===== config.mk =====
export PLATFORM = sky130hd
export DESIGN_NAME = udl_counter
export DESIGN_NICKNAME = d
export VERILOG_FILES = /design/src/rtl/udl_pkg.sv /design/src/rtl/udl_stepper.sv /design/src/rtl/udl_term_detect.sv /design/src/rtl/udl_counter.sv
export SDC_FILE = /design/constraint.sdc
export NUM_CORES = 1
export LEC_CHECK = 0
export ABC_AREA = 1
export BUFFER_PORTS_ARGS = -buffer_cell sky130_fd_sc_hd__buf_4
export CAP_MARGIN = 20
export CORE_AREA = 4 4 41 43
export DETAILED_ROUTE_END_ITERATION = 8
export DIE_AREA = 0 0 45 47
export SLEW_MARGIN = 25
export SYNTH_ARGS = -nofsm -noshare
export SYNTH_HDL_FRONTEND = slang
export SYNTH_SLANG_ARGS = --single-unit

===== constraint.sdc =====
create_clock -name clk -period 1.6 [get_ports clk]
set_input_delay 0.16 -clock clk [delete_from_list [all_inputs] [get_ports clk]]
set_output_delay 0.16 -clock clk [all_outputs]
set_load 0.1 [all_outputs]

===== src/rtl/udl_pkg.sv =====
package udl_pkg;
  typedef enum logic [1:0] {
    OP_HOLD  = 2'd0,
    OP_STEP  = 2'd1,
    OP_LOAD  = 2'd2,
    OP_CLEAR = 2'd3
  } udl_op_e;
endpackage


===== src/rtl/udl_stepper.sv =====
module udl_stepper #(
  parameter int WIDTH = 4
) (
  input  logic [WIDTH-1:0] cur,
  input  logic             dir_down,
  output logic [WIDTH-1:0] nxt
);
  function automatic logic [WIDTH-1:0] f_step(input logic [WIDTH-1:0] v, input logic dn);
    logic [WIDTH-1:0] one;
    one = {{(WIDTH-1){1'b0}}, 1'b1};
    return dn ? (v - one) : (v + one);
  endfunction

  assign nxt = f_step(cur, dir_down);
endmodule


===== src/rtl/udl_term_detect.sv =====
module udl_term_detect #(
  parameter int WIDTH = 4
) (
  input  logic [WIDTH-1:0] cur,
  input  logic             dir_down,
  output logic             term
);
  logic all_ones, all_zeros;
  assign all_ones  = &cur;
  assign all_zeros = ~|cur;
  assign term = dir_down ? all_zeros : all_ones;
endmodule


===== src/rtl/udl_counter.sv =====
module udl_counter #(
  parameter int WIDTH = 4
) (
  input  logic             clk,
  input  logic             rst,
  input  logic             clr,
  input  logic             load,
  input  logic             step_en,
  input  logic             dir_down,
  input  logic [WIDTH-1:0] load_val,
  output logic [WIDTH-1:0] count,
  output logic             term
);
  import udl_pkg::*;

  localparam logic [WIDTH-1:0] ZERO = '0;
  localparam logic [WIDTH-1:0] ONES = '1;

  logic [WIDTH-1:0] cnt_q, step_val, next_val;
  udl_op_e          op;
  logic             wr_en;

  udl_stepper #(.WIDTH(WIDTH)) u_step (
    .cur(cnt_q), .dir_down(dir_down), .nxt(step_val)
  );

  udl_term_detect #(.WIDTH(WIDTH)) u_term (
    .cur(cnt_q), .dir_down(dir_down), .term(term)
  );

  always_comb begin
    if (clr)          op = OP_CLEAR;
    else if (load)    op = OP_LOAD;
    else if (step_en) op = OP_STEP;
    else              op = OP_HOLD;
  end

  assign wr_en = (op != OP_HOLD);

  always_comb begin
    unique case (op)
      OP_CLEAR: next_val = ZERO;
      OP_LOAD:  next_val = load_val;
      OP_STEP:  next_val = step_val;
      default:  next_val = cnt_q;
    endcase
  end

  always_ff @(posedge clk) begin
    if (rst)        cnt_q <= ZERO;
    else if (wr_en) cnt_q <= next_val;
  end

  assign count = cnt_q;

  a_r1_reset_zero: assert property (@(posedge clk) rst |=> (count == ZERO));
  a_r8_clear_zero: assert property (@(posedge clk) disable iff (rst) clr |=> (count == ZERO));
  a_r7_load_takes: assert property (@(posedge clk) disable iff (rst)
    (!clr && load) |=> (count == $past(load_val)));
  a_r9_hold: assert property (@(posedge clk) disable iff (rst)
    (!clr && !load && !step_en) |=> $stable(count));
  a_r2_up: assert property (@(posedge clk) disable iff (rst)
    (!clr && !load && step_en && !dir_down) |=> (count == $past(count) + 1'b1));
  a_r3_down: assert property (@(posedge clk) disable iff (rst)
    (!clr && !load && step_en && dir_down) |=> (count == $past(count) - 1'b1));
  a_r4_wrap_up: assert property (@(posedge clk) disable iff (rst)
    (!clr && !load && step_en && !dir_down && count == ONES) |=> (count == ZERO));
  a_r5_term_up: assert property (@(posedge clk) disable iff (rst)
    !dir_down |-> (term == (count == ONES)));
  a_r6_term_down: assert property (@(posedge clk) disable iff (rst)
    dir_down |-> (term == (count == ZERO)));
endmodule


==> impl_results.md <==
* Final Total Pwr at 0.367 mW
* Final period utilization at 91.9%
* Post-Syn Area at 375 sq um
* Final worst slack at 0.129 ns
* Maximum fanout along the worst path at 4
* Final wirelength at 809 microns
* Pre-CTS WS at 0.239 ns
* Post-synth EDFFs at 0
* CTS Buf Count at 3
* Register area share after synthesis at 21.3%
* First-pass detailed-route iteration total at 4
* R2R setup slack at 0.23 ns
* Final Slew Violations at 0
* Cells after Synth at 57
* Number of synthesized register bits at 4
* R2r endpoint: count[3]
* PD cells at 657 nW/um^2
* Reg clk slew, reported paths at 0.04 ns
* Worst skew pair latency at 0.23 ns
* Post-synth net total at 73
* Hold Crit Class: input pin to flip-flop
* CTS tree: yes
* # DRC at 0
* Setup Crit Path Kind: flip-flop to output port
* CP Launch Type: flip-flop
* Nets at 92
* DIE HEIGHT at 47 microns
* Max clock buf depth at 2
* IO buf count at 14
* Commonest non-fill, non-tap cells in the layout: nand2_1, buf_4, inv_1
* Post-CTS sizing at 0
* DR WL/cell at 9.09 microns
* Hold slack at 0.104 ns
* Vias per cell at 4.42
* CP arrival at 1.31 ns
* Worst VDD drop at 0.000381 V
* Fraction of layout cells with a size suffix above 1 at 36.5%
* Area Overhead vs Synth at 48.7%
* Pin count of the biggest net entering global routing at 8
* Worst Tran Pin Value at 0.279 ns
* Syn Area/Cell at 6.59 sq um
* Final Skew at 0.000306 ns
* Critical Path RT at 1.44 ns
* Clock sinks at 4
* Synth unique cells at 17
* Max reg flops at 4
* N_diodes at 0
* # Post-CTS Setup Buffers at 0
* Finish-stage setup viols at 0
* Core Box Area at 1300 sq um
* Critical Path Start: count[3]
* Total of max-cap violations at 0
* R2R cell count at 7
* First-pass GRT wire length at 1420 microns
* Fin Setup TNS at 0 ns
* Yosys warns at 0
* Reg-to-reg startpoint: count[2]
* First-iteration detailed-routing DRC count at 2
* Total track usage at 9.26%
* Vias in the first global route at 363
* Crit path time final at 1.47 ns
* Ys async rst share at 0%
* Commonest non-fill, non-tap cell in the layout: nand2_1
* Initial antenna violation count at 0
* Final hold viol count at 0
* Final ANT Viol Nets at 0
* Crit path capture type: output port
* FMAX at 680 MHz
* Primary FF master, synth: dfxtp_1
* CP endpoint: term
* Clock Tree Root: clkbuf_4
* Die area at 2120 sq um
* GR Overflow Total at 0
* Vias at 393
* Placer Congestion at 0.757
* Initial Util at 28.8%
* RSZ-0062 raised after global routing: no
* Num ports at 15
* Dpl hpwl at 696 microns
* Hold Buf Count CTS at 0
* Core Rows at 13
* Chip width at 45 microns
* Slew HR at 81.6%
* Status: completed
* LEAKAGE at 0.264 nW
* H-tree levels at 1
==> kinds of logic (layout without fill, tap and decap cells) <==
logic type                 after synthesis  after routing  synth area share, %
buffers and inverters                    9             26                 9.00
adders and majority gates                6              6                 22.0
xor gates and xnor gates                 1              1                 2.33
and+or+nand+nor                         28             28                 31.3
AOI/OAI and AO/OA                        9              9                 14.0
DFF                                      4              4                 21.3
==> cells in the mapped netlist (2+ instances only) <==
master / instances / area, sq um
dfxtp_1: 4 / 80.1
ha_1: 5 / 62.6
o21ai_0: 2 / 10.0
a21oi_1: 4 / 20.0
nand3_1: 2 / 10.0
inv_1: 9 / 33.8
nor2_1: 3 / 11.3
nand2_1: 19 / 71.3
==> worst max-delay path, cell delays in order, from the launching register on <==
cell and delay [ns]:
dfxtp_4 0.35, inv_2 0.06, nand2_2 0.07, o41ai_4 0.27, buf_4 0.33
==> worst min-delay path by stage <==
stage / cells after the start / to / start
floorplan: 1 / count[3] / rst
global placement: 2 / count[3] / rst
detailed placement: 2 / count[3] / rst
CTS: 2 / count[3] / rst
global route: 2 / count[3] / rst
finish: 2 / count[3] / rst
==> per-stage QoR <==
step | cells | utilization, % | cell area [sq um]
after floorplan | 57 | - | 412
after global placement | 86 | 41.2 | 536
after detailed placement | 86 | 41.2 | 536
after CTS | 89 | 42.9 | 558
after global routing | 89 | 42.9 | 558
final | 89 | 42.9 | 558
==> cell type report <==
| type | count | area (sq um) |
|---|---|---|
| timing repair buffer | 14 | 105 |
| sequential | 4 | 95.1 |
| clock buffer | 3 | 22.5 |
| fill | 154 | 743 |
| inverter | 9 | 33.8 |
| tap | 15 | 18.8 |
| multi-input combinational | 44 | 283 |
==> per-layer routing <==
metal	routed length [microns]	part of all wire [%]	up-vias	track usage, %
li1	-	-	218	-
met1	362	45	163	12.3
met2	381	47	12	13.3
met3	65	8.0	0	3.83
met4	0	0	0	3.51
met5	0	0	-	0
==> power breakdown <==
part	internal (mW)	switching, mW	total [mW]
combinational	0.0477	0.0883	0.136
sequential	0.100	0.00717	0.108
clock	0.0838	0.0392	0.123
No activity file was read; power rests on OpenSTA's default activity.
